[src/rtl/sram_pkg.sv]
package sram_pkg;
  typedef logic [1:0] beat_t;  // word offset within a four-word line
endpackage

[src/rtl/burst_seq.sv]
module burst_seq #(
  parameter int AW = 6
) (
  input  logic                clk_i,
  input  logic                rst_ni,
  input  logic                ld_ni,
  input  logic                rw_i,
  input  logic [AW-1:0]       addr_i,
  output logic                op_valid_o,
  output logic                op_rd_o,
  output sram_pkg::beat_t     beat_o,
  output logic [AW-1:0]       addr_o
);
  localparam int LW = AW - 2;

  sram_pkg::beat_t cnt_q;
  sram_pkg::beat_t start_q;
  logic [LW-1:0]   line_q;
  logic            rd_q;
  logic            busy, cmd;

  assign busy = (cnt_q != 2'd0);
  assign cmd  = !ld_ni && !busy;

  always_ff @(posedge clk_i or negedge rst_ni) begin
    if (!rst_ni) begin
      cnt_q   <= '0;
      start_q <= '0;
      line_q  <= '0;
      rd_q    <= 1'b0;
    end else if (cmd) begin
      cnt_q   <= 2'd1;
      start_q <= addr_i[1:0];
      line_q  <= addr_i[AW-1:2];
      rd_q    <= rw_i;
    end else if (busy) begin
      cnt_q   <= cnt_q + 2'd1;  // wraps to 0 after the fourth beat
    end
  end

  always_comb begin
    op_valid_o = busy || cmd;
    op_rd_o    = busy ? rd_q : rw_i;
    beat_o     = busy ? cnt_q : 2'd0;
    addr_o     = busy ? {line_q, 2'(start_q + cnt_q)} : addr_i;
  end

  AST_BURST_WALK: assert property (@(posedge clk_i) disable iff (!rst_ni)
    (op_valid_o && beat_o != 2'd3) |=> (op_valid_o
      && addr_o[AW-1:2] == $past(addr_o[AW-1:2])
      && addr_o[1:0] == 2'($past(addr_o[1:0]) + 2'd1)));

  AST_BURST_END: assert property (@(posedge clk_i) disable iff (!rst_ni)
    (op_valid_o && beat_o == 2'd3) |=> (beat_o == 2'd0));
endmodule

[src/rtl/post_buf.sv]
module post_buf #(
  parameter int AW = 6,
  parameter int DW = 32,
  parameter int NB = 4
) (
  input  logic            clk_i,
  input  logic            rst_ni,
  input  logic            wr_i,
  input  logic [AW-1:0]   addr_i,
  input  logic [DW-1:0]   wdata_i,
  input  logic [NB-1:0]   be_i,
  input  logic [DW-1:0]   arr_rdata_i,
  output logic [DW-1:0]   fwd_data_o,
  output logic            mem_we_o,
  output logic [AW-1:0]   mem_addr_o,
  output logic [DW-1:0]   mem_wdata_o,
  output logic [NB-1:0]   mem_be_o
);
  localparam int LW = AW - 2;
  localparam int BW = DW / NB;

  logic [3:0]    v_q;
  logic [LW-1:0] tag_q  [4];
  logic [DW-1:0] data_q [4];
  logic [NB-1:0] be_q   [4];

  sram_pkg::beat_t off;
  logic [LW-1:0]   line;
  logic            hit;

  assign off  = addr_i[1:0];
  assign line = addr_i[AW-1:2];
  assign hit  = v_q[off] && (tag_q[off] == line);

  // Commit the older entry of the slot this write beat takes over
  assign mem_we_o    = wr_i && v_q[off];
  assign mem_addr_o  = {tag_q[off], off};
  assign mem_wdata_o = data_q[off];
  assign mem_be_o    = be_q[off];

  always_ff @(posedge clk_i or negedge rst_ni) begin
    if (!rst_ni) begin
      v_q <= '0;
      for (int o = 0; o < 4; o++) begin
        tag_q[o]  <= '0;
        data_q[o] <= '0;
        be_q[o]   <= '0;
      end
    end else if (wr_i) begin
      v_q[off]    <= 1'b1;
      tag_q[off]  <= line;
      data_q[off] <= wdata_i;
      be_q[off]   <= be_i;
    end
  end

  for (genvar b = 0; b < NB; b++) begin : g_merge
    assign fwd_data_o[b*BW +: BW] = (hit && be_q[off][b]) ? data_q[off][b*BW +: BW]
                                                          : arr_rdata_i[b*BW +: BW];
  end

  AST_COMMIT_ON_WRITE: assert property (@(posedge clk_i) disable iff (!rst_ni)
    mem_we_o |-> wr_i);

  AST_SLOT_FILLED: assert property (@(posedge clk_i) disable iff (!rst_ni)
    wr_i |=> v_q[$past(off)]);
endmodule

[src/rtl/sram_array.sv]
module sram_array #(
  parameter int AW = 6,
  parameter int DW = 32,
  parameter int NB = 4
) (
  input  logic            clk_i,
  input  logic            rst_ni,
  input  logic            we_i,
  input  logic [AW-1:0]   waddr_i,
  input  logic [DW-1:0]   wdata_i,
  input  logic [NB-1:0]   be_i,
  input  logic [AW-1:0]   raddr_i,
  output logic [DW-1:0]   rdata_o
);
  localparam int DEPTH = 1 << AW;
  localparam int BW    = DW / NB;

  logic [DW-1:0] mem [DEPTH];

  always_ff @(posedge clk_i or negedge rst_ni) begin
    if (!rst_ni) begin
      for (int w = 0; w < DEPTH; w++) mem[w] <= '0;
    end else if (we_i) begin
      for (int b = 0; b < NB; b++)
        if (be_i[b]) mem[waddr_i][b*BW +: BW] <= wdata_i[b*BW +: BW];
    end
  end

  assign rdata_o = mem[raddr_i];
endmodule

[src/rtl/burst_sram.sv]
module burst_sram #(
  parameter int AW = 6,
  parameter int DW = 32,
  parameter int NB = 4
) (
  input  logic            clk_i,
  input  logic            rst_ni,
  input  logic            ld_ni,
  input  logic            rw_i,
  input  logic [AW-1:0]   addr_i,
  input  logic [DW-1:0]   wdata_i,
  input  logic [NB-1:0]   bw_ni,
  output logic [DW-1:0]   rdata_o,
  output logic            rvalid_o,
  output logic            oe_o
);
  logic            op_valid, op_rd, wr_beat, rd_beat;
  sram_pkg::beat_t beat;
  logic [AW-1:0]   op_addr;
  logic            mem_we;
  logic [AW-1:0]   mem_addr;
  logic [DW-1:0]   mem_wdata, arr_rdata, fwd_data;
  logic [NB-1:0]   mem_be;
  logic [DW-1:0]   rdata_q;
  logic            rvalid_q;

  burst_seq #(.AW(AW)) u_seq (
    .clk_i, .rst_ni, .ld_ni, .rw_i, .addr_i,
    .op_valid_o(op_valid), .op_rd_o(op_rd), .beat_o(beat), .addr_o(op_addr)
  );

  assign wr_beat = op_valid && !op_rd;
  assign rd_beat = op_valid && op_rd;

  post_buf #(.AW(AW), .DW(DW), .NB(NB)) u_buf (
    .clk_i, .rst_ni,
    .wr_i(wr_beat), .addr_i(op_addr), .wdata_i, .be_i(~bw_ni),
    .arr_rdata_i(arr_rdata), .fwd_data_o(fwd_data),
    .mem_we_o(mem_we), .mem_addr_o(mem_addr), .mem_wdata_o(mem_wdata), .mem_be_o(mem_be)
  );

  sram_array #(.AW(AW), .DW(DW), .NB(NB)) u_arr (
    .clk_i, .rst_ni,
    .we_i(mem_we), .waddr_i(mem_addr), .wdata_i(mem_wdata), .be_i(mem_be),
    .raddr_i(op_addr), .rdata_o(arr_rdata)
  );

  always_ff @(posedge clk_i or negedge rst_ni) begin
    if (!rst_ni) begin
      rvalid_q <= 1'b0;
      rdata_q  <= '0;
    end else begin
      rvalid_q <= rd_beat;
      rdata_q  <= rd_beat ? fwd_data : '0;
    end
  end

  assign rdata_o  = rdata_q;
  assign rvalid_o = rvalid_q;
  assign oe_o     = rvalid_q;

  AST_IDLE_QUIET: assert property (@(posedge clk_i) disable iff (!rst_ni)
    !oe_o |-> (rdata_o == '0));

  AST_READ_LATENCY: assert property (@(posedge clk_i) disable iff (!rst_ni)
    (rd_beat && beat == 2'd0) |=> rvalid_o);

  AST_DESELECT_NO_WRITE: assert property (@(posedge clk_i) disable iff (!rst_ni)
    !op_valid |-> !mem_we);

  AST_NO_COMMIT_ON_READ: assert property (@(posedge clk_i) disable iff (!rst_ni)
    op_rd |-> !mem_we);
endmodule

[config.mk]
export PLATFORM = sky130hd
export DESIGN_NAME = burst_sram
export DESIGN_NICKNAME = d
export VERILOG_FILES = /design/src/rtl/sram_pkg.sv /design/src/rtl/burst_seq.sv /design/src/rtl/post_buf.sv /design/src/rtl/sram_array.sv /design/src/rtl/burst_sram.sv
export SDC_FILE = /design/constraint.sdc
export NUM_CORES = 2
export LEC_CHECK = 0
export BUFFER_PORTS_ARGS = -buffer_cell sky130_fd_sc_hd__buf_2
export CORE_MARGIN = 2
export CORE_UTILIZATION = 25
export CTS_BUF_LIST = sky130_fd_sc_hd__clkbuf_16
export CTS_CLUSTER_SIZE = 14
export DETAILED_ROUTE_END_ITERATION = 8
export HOLD_SLACK_MARGIN = 0.02
export PLACE_DENSITY = 0.36
export SYNTH_ARGS = -nofsm -noshare
export SYNTH_HDL_FRONTEND = slang
export SYNTH_SLANG_ARGS = --single-unit
[constraint.sdc]
create_clock -name clk_i -period 4.3 [get_ports clk_i]
set_input_delay 0.43 -clock clk_i [delete_from_list [all_inputs] [get_ports clk_i]]
set_output_delay 0.43 -clock clk_i [all_outputs]
set_load 0.02 [all_outputs]
---- Yosys cells after proc, flatten, opt, wreduce, memory -nomap -nowiden ----
Index checks and enable logic that the tools add are counted.
storage, ports and cells
  flip-flop bits (word level) ............. 2254
  bits of input ports ..................... 46
  output and inout bits ................... 34
  logic and storage cells ................. 167
cells by class
  $add $sub $neg .......................... 2
  $lt $le $gt $ge ......................... 7
  equal/unequal tests ..................... 1
  mux-type cells .......................... 51
  bitwise operators ....................... 5
  reduce and logical (&&, ||, !) cells .... 18
operators by type and width
  kind                                                       number
  2-to-1 mux 2048 bit                                        7
  bitwise mux 2048 bit                                       4
  demux 32 bit (select 6 bit)                                4
  2-to-1 mux 32 bit                                          7
  binary-select mux 32 bit (select 6 bit)                    1
  bitwise mux 128 bit                                        1
  binary-select mux 32 bit (select 2 bit)                    1
  demux 32 bit (select 2 bit)                                1
  2-to-1 mux 8 bit                                           5
  bitwise mux 16 bit                                         2
  2-to-1 mux 24 bit                                          1
  2-to-1 mux 4 bit                                           5
  binary-select mux 4 bit (select 2 bit)                     2
  2-to-1 mux 16 bit                                          1
  greater-or-equal comparator 7 bit (second input constant)  2
  inverter 6 -> 7 bit                                        2
  logical AND 1 bit                                          12
  demux 4 bit (select 2 bit)                                 1
  < comparator 7 x 1 -> 1 bit (second input constant)        1
  2-to-1 mux 6 bit                                           1
  == test 4 bit                                              1
  2-to-1 mux 2 bit                                           2
  inverter 4 bit                                             1
  OR 4 bit                                                   1
  13 further kinds                                           18

---- Longest topological paths before layout ----
  word-level depth ........................ 22
  mapped depth ............................ 17
  depth with buffers taken out ............ 10

---- Cells and area by module ----
A second synthesis with hierarchy kept.
second synthesis, totals
  cell total of the unflattened synthesis .. 6463
  area total of the unflattened synthesis .. 102220.5 µm²
modules (own cells, without submodules)
  module      times used  cells an instance  area an instance (µm²)  seq. area each (µm²)
  sram_array  1           5902               92972.9                 51249.2
  post_buf    1           445                7618.6                  4103.9
  burst_sram  1           78                 1091.0                  825.8
  burst_seq   1           38                 538.0                   225.2

---- Least setup slack after synthesis ----
Ideal clock, no wire load.
  path kind ............................... register to register
  from .................................... register u_seq.cnt_q[1]
  to ...................................... register u_arr.mem[1544] in the netlist's numbering
  library setup time ...................... 0.125 ns
  arrival time ............................ 3.040 ns
  required time ........................... 4.175 ns
  path slack .............................. 1.136 ns
  cell stages (with the launch flop) ...... 14
  buffers on the path ..................... 4
  period minus slack after synthesis ...... 3.164 ns
  cells stage by stage .................... dfrtp_1 -> inv_1 -> ha_1 -> buf_4 -> mux2_2 -> buf_6 -> mux2i_1 -> mux2i_1 -> nor2b_1 -> nand2b_1 -> clkbuf_1 -> buf_2 -> nor2_2 -> mux2_2
on the way
  longest elaborated chain between the ends .. 19
  elaborated cells between the ends (all ways) .. 42
  classes of those cells .................. 1 x add/sub; 2 x order compare; 29 x mux; 2 x bitwise; 8 x reduce/logical
RTL lines
  what                                                                             RTL line                                        source
  from (decl)                                                                      burst_seq.sv:16                                 sram_pkg::beat_t cnt_q;
  from (signal assigned)                                                           burst_seq.sv:37                                 cnt_q <= cnt_q + 2'd1;
  adder 2 bit or nonzero test 2 bit (tied branches)                                burst_seq.sv:45, burst_seq.sv:22
  2-to-1 mux 6 bit                                                                 burst_seq.sv:45                                 addr_o = busy ? {line_q, 2'(start_q + cnt_q)} : addr_i;
  inverter 2 -> 3 bit (implied by the code)                                        post_buf.sv:37, post_buf.sv:38, post_buf.sv:39
  binary-select mux 4 bit (select 2 bit)                                           post_buf.sv:37                                  assign mem_addr_o = {tag_q[off], off};
  2-to-1 mux 4 bit (implied by the code) (2 in a row)                              post_buf.sv:37
  inverter 6 -> 7 bit (implied by the code)                                        sram_array.sv:25                                if (be_i[b]) mem[waddr_i][b*BW +: BW] <= wdata_i[b*BW +: BW];
  greater-or-equal comparator 7 bit (implied by the code) (tied with other cells)  sram_array.sv:25
  logical AND 1 bit (implied by the code) or bitwise mux 2048 bit (tied branches)  sram_array.sv:25
  [... 2 more ...]                                                                 --
  bitwise mux 2048 bit                                                             sram_array.sv:25
  2-to-1 mux 2048 bit                                                              sram_array.sv:25
  2-to-1 mux 2048 bit                                                              sram_array.sv:23                                end else if (we_i) begin
  bitwise mux 2048 bit                                                             sram_array.sv:25
  2-to-1 mux 2048 bit                                                              sram_array.sv:25
  2-to-1 mux 2048 bit                                                              sram_array.sv:23
  bitwise mux 2048 bit                                                             sram_array.sv:25
  2-to-1 mux 2048 bit                                                              sram_array.sv:25
  to (signal, indexed assignment)                                                  sram_array.sv:25
  to (decl)                                                                        sram_array.sv:18                                logic [DW-1:0] mem [DEPTH];
Parallel ways exist; a longest one is shown, timed or not. The select of a mux whose other input is x is not followed.
A chain may end at the register's enable or synchronous reset.

---- Final worst setup path ----
  from .................................... register u_seq.cnt_q[1]
  to ...................................... register u_arr.mem[1739] in the netlist's numbering
Same word-level chain as after synthesis.

==> flow_summary.json <==
{
  "mostFrequentLayoutCell": "dfrtp_1",
  "fmax_mhz": 243,
  "clk_pin_slew_worst_paths_ns": 0.05,
  "rows": 236,
  "fp.dieH_um": 648,
  "h-tree-depth": 5,
  "synth-edff-count": 0,
  "synth_top_cell_by_area": "dfrtp_1",
  "cts_buffers": 283,
  "crit_path_end_kind": "register",
  "worstSetupStartpointType": "register",
  "async_reset_ff_share_pct": 100,
  "crit_required_ns": 5.08,
  "synthCells": 8377,
  "finalHoldViolCount": 0,
  "tns_ns": 0,
  "mappedNetlistArea_um2": 104000,
  "slew_headroom_pct": 23.9,
  "grtUsageTotal_pct": 19.4,
  "synthFlopType": "dfrtp_1",
  "ys_seq_area_share_pct": 54.4,
  "grt_max_degree": 119,
  "yosys_register_bits": 2254,
  "antenna_left": 0,
  "finalClockSkew_ns": 0.0583,
  "insertion_delay_ns": 0.92,
  "syn_to_final_growth_pct": 21.1,
  "hp-class": "in2async",
  "dp_hpwl_um": 267000,
  "cts_tree": "yes",
  "filler_cell_count": 41700,
  "fp.dieArea_um2": 420000,
  "gp_congestion": 0.784,
  "synth_fp_nets": 8425,
  "layout_common_cells": "2254 x dfrtp_1, 2131 x mux2_2, 972 x nand2_1, 657 x buf_4, 309 x o21ai_0",
  "worstPathMaxFanout": 12,
  "outcome": "finished, final reports clean",
  "dr.pass1.iters": 9,
  "slew_violations": 0,
  "core_um2": 413000,
  "drtIter0Drc": 4705,
  "post-route-period-util_pct": 95.6,
  "r2r-end": "u_arr.mem[1739]$_DFFE_PN0P_",
  "vias_per_cell": 4.96,
  "root_buffer": "clkbuf_16",
  "period_needed_ns": 4.11,
  "cts_sinks": 2254,
  "criticalPathCategory": "reg2reg",
  "finalSetupViolations": 0,
  "reg2regPathDepth": 12,
  "post_drt_wl_per_cell_um": 28.3,
  "layout.nets": 8965,
  "port-buffer-count": 79,
  "initial_core_util_pct": 25.1,
  "synth.top_cell.area_share_pct": 54.4,
  "drc_errors": 0,
  "grt_pass1_vias": 76100,
  "clk_path_buf_depth": 4,
  "num_vias": 72400,
  "reg2reg_from": "u_seq.cnt_q[1]$_DFFE_PN0P_",
  "fp.dieW_um": 648,
  "grt_antenna_before_repair": 15,
  "ys.warnings.count": 0,
  "rsz0062_at_grt": "no",
  "r2r_slack_ns": 0.19,
  "maxCapViolCount": 0,
  "synth.avg_cell_area_um2": 12.4,
  "io_pins": 80,
  "routed_wl_um": 413000,
  "grt-ovfl-total": 0,
  "grt_pass1_wl_um": 593000,
  "ys_types": 76,
  "cp.arrival_ns": 4.89,
  "yosys-top-cells-area": "dfrtp_1 54%, mux2_2 23%, nand2_1 3.6%",
  "worstMarginPinSlew_ns": 1.14,
  "drive_gt1_share_pct": 40.9
}
[worst max-delay path by stage]
stage	start	endpoint	slack [ns]	cells after the start
6_report	u_seq.cnt_q[1]$_DFFE_PN0P_	u_arr.mem[1739]$_DFFE_PN0P_	0.19	12
5_1_grt	u_seq.cnt_q[1]$_DFFE_PN0P_	u_arr.mem[726]$_DFFE_PN0P_	0.0003	12
4_1_cts	u_seq.cnt_q[1]$_DFFE_PN0P_	u_arr.mem[1027]$_DFFE_PN0P_	0.09	12
3_5_place_dp	u_seq.cnt_q[1]$_DFFE_PN0P_	rdata_o[5]$_DFF_PN0_	-0.21	11
3_3_place_gp	u_seq.cnt_q[1]$_DFFE_PN0P_	rdata_o[5]$_DFF_PN0_	-0.22	11
2_1_floorplan	u_seq.cnt_q[1]$_DFFE_PN0P_	u_arr.mem[1544]$_DFFE_PN0P_	1.14	13
[metal layers]
| metal | vias up | wire length, um | GRT usage [%] |
|---|---|---|---|
| li1 | 31500 | - | - |
| met1 | 39000 | 189000 | 26.6 |
| met2 | 1419 | 197000 | 32.5 |
| met3 | 503 | 14500 | 2.04 |
| met4 | 0 | 11600 | 5.08 |
| met5 | - | 0 | 0 |
[state kept, by name (all words and copies together) (netlist names)]
| name | count |
|---|---|
| u_buf.v_q | 4 |
| oe_o | 1 |
| u_buf.be_q | 16 |
| u_buf.tag_q | 16 |
| u_arr.mem | 2048 |
| u_seq.line_q | 4 |
| u_buf.data_q | 128 |
| u_seq.start_q | 2 |
| rdata_o | 32 |
| u_seq.rd_q | 1 |
| u_seq.cnt_q | 2 |
[cell usage after synthesis, types with 5 or more instances]
| cell | count |
|---|---|
| and2_1 | 5 |
| nand2b_1 | 7 |
| o311ai_0 | 12 |
| nand2_2 | 16 |
| dfrtp_1 | 2254 |
| xnor2_1 | 5 |
| or3_1 | 10 |
| o21ai_0 | 310 |
| o32ai_1 | 19 |
| buf_4 | 21 |
| nor2_1 | 52 |
| a2111oi_0 | 5 |
| nand3_2 | 6 |
| buf_1 | 40 |
| a32o_1 | 14 |
| mux2_2 | 2134 |
| a222oi_1 | 21 |
| nor2_4 | 30 |
| mux4_2 | 10 |
| mux2i_1 | 278 |
| o22ai_1 | 16 |
| o31ai_1 | 23 |
| inv_1 | 10 |
| buf_2 | 174 |
| and3_1 | 45 |
| a311oi_1 | 9 |
| mux2_1 | 75 |
| o221ai_1 | 8 |
| o211ai_1 | 13 |
| a221o_1 | 60 |
| nand3_1 | 262 |
| a221oi_1 | 254 |
| a21oi_1 | 243 |
| nand3_4 | 6 |
| a31oi_1 | 105 |
| clkbuf_1 | 425 |
| nor2_2 | 225 |
| nand2_1 | 984 |
| nor3_1 | 66 |
| a211oi_1 | 53 |
| a211o_1 | 7 |
[critical path: stages (launching register included)]
cell,delay [ns]
dfrtp_1,0.43
inv_1,0.11
ha_2,0.40
inv_1,0.21
a21oi_4,0.39
buf_12,0.19
buf_4,0.28
nand2_1,0.13
nor2_2,0.55
nand2_2,0.15
buf_12,0.20
nor2_2,0.49
mux2_2,0.40
[stage by stage]
| step | util (%) | instance area (um^2) | setup slack, ns | cells | hold slack (ns) |
|---|---|---|---|---|---|
| after global routing | 30.4 | 125000 | 0.000266 | 14600 | 0.193 |
| after CTS | 30.4 | 125000 | 0.0878 | 14600 | 0.165 |
| after global placement | 28.1 | 116000 | -0.223 | 14000 | 0.450 |
| after detailed placement | 28.1 | 116000 | -0.214 | 14000 | 0.452 |
| final | 30.4 | 125000 | 0.189 | 14600 | 0.175 |
| after floorplan | - | 104000 | 1.14 | 8377 | 0.134 |
[cell families after synthesis]
family / Yosys count / share of synthesized area (%)
AO/OA/AOI/OAI: 1213 / 7.99
XOR/XNOR: 7 / 0.0869
adder cells (fa/ha/maj): 2 / 0.0241
buffers and inverters: 672 / 2.73
flip-flops: 2254 / 54.4
multiplexers: 2498 / 26.9
AND/OR/NAND/NOR: 1731 / 7.82
[repair_timing]
action | CTS | global route
pin swaps | 1 | 0
buffers inserted | 8 | 0
setup endpoints to repair | 129 | 2
gates resized for setup | 4 | 1
gates cloned | 0 | 1
endpoints found under the hold margin | 196 | 0
hold buffers | 52 | 0
[cell type report]
cell class	count	area, um^2	area share, %
multi-input cells	5452	45200	36.0
well taps	5474	6850	5.46
inverters	10	37.5	0.0299
flip-flops and latches	2254	56400	45.0
clock inverters	209	1290	1.03
repair buffers	916	8430	6.72
clock buffers	290	7260	5.78
diodes	9	22.5	0.0180
Power is left out: the tool's default activity adds up to more than one toggle a clock period on the data nets, which glitch-free logic cannot reach.
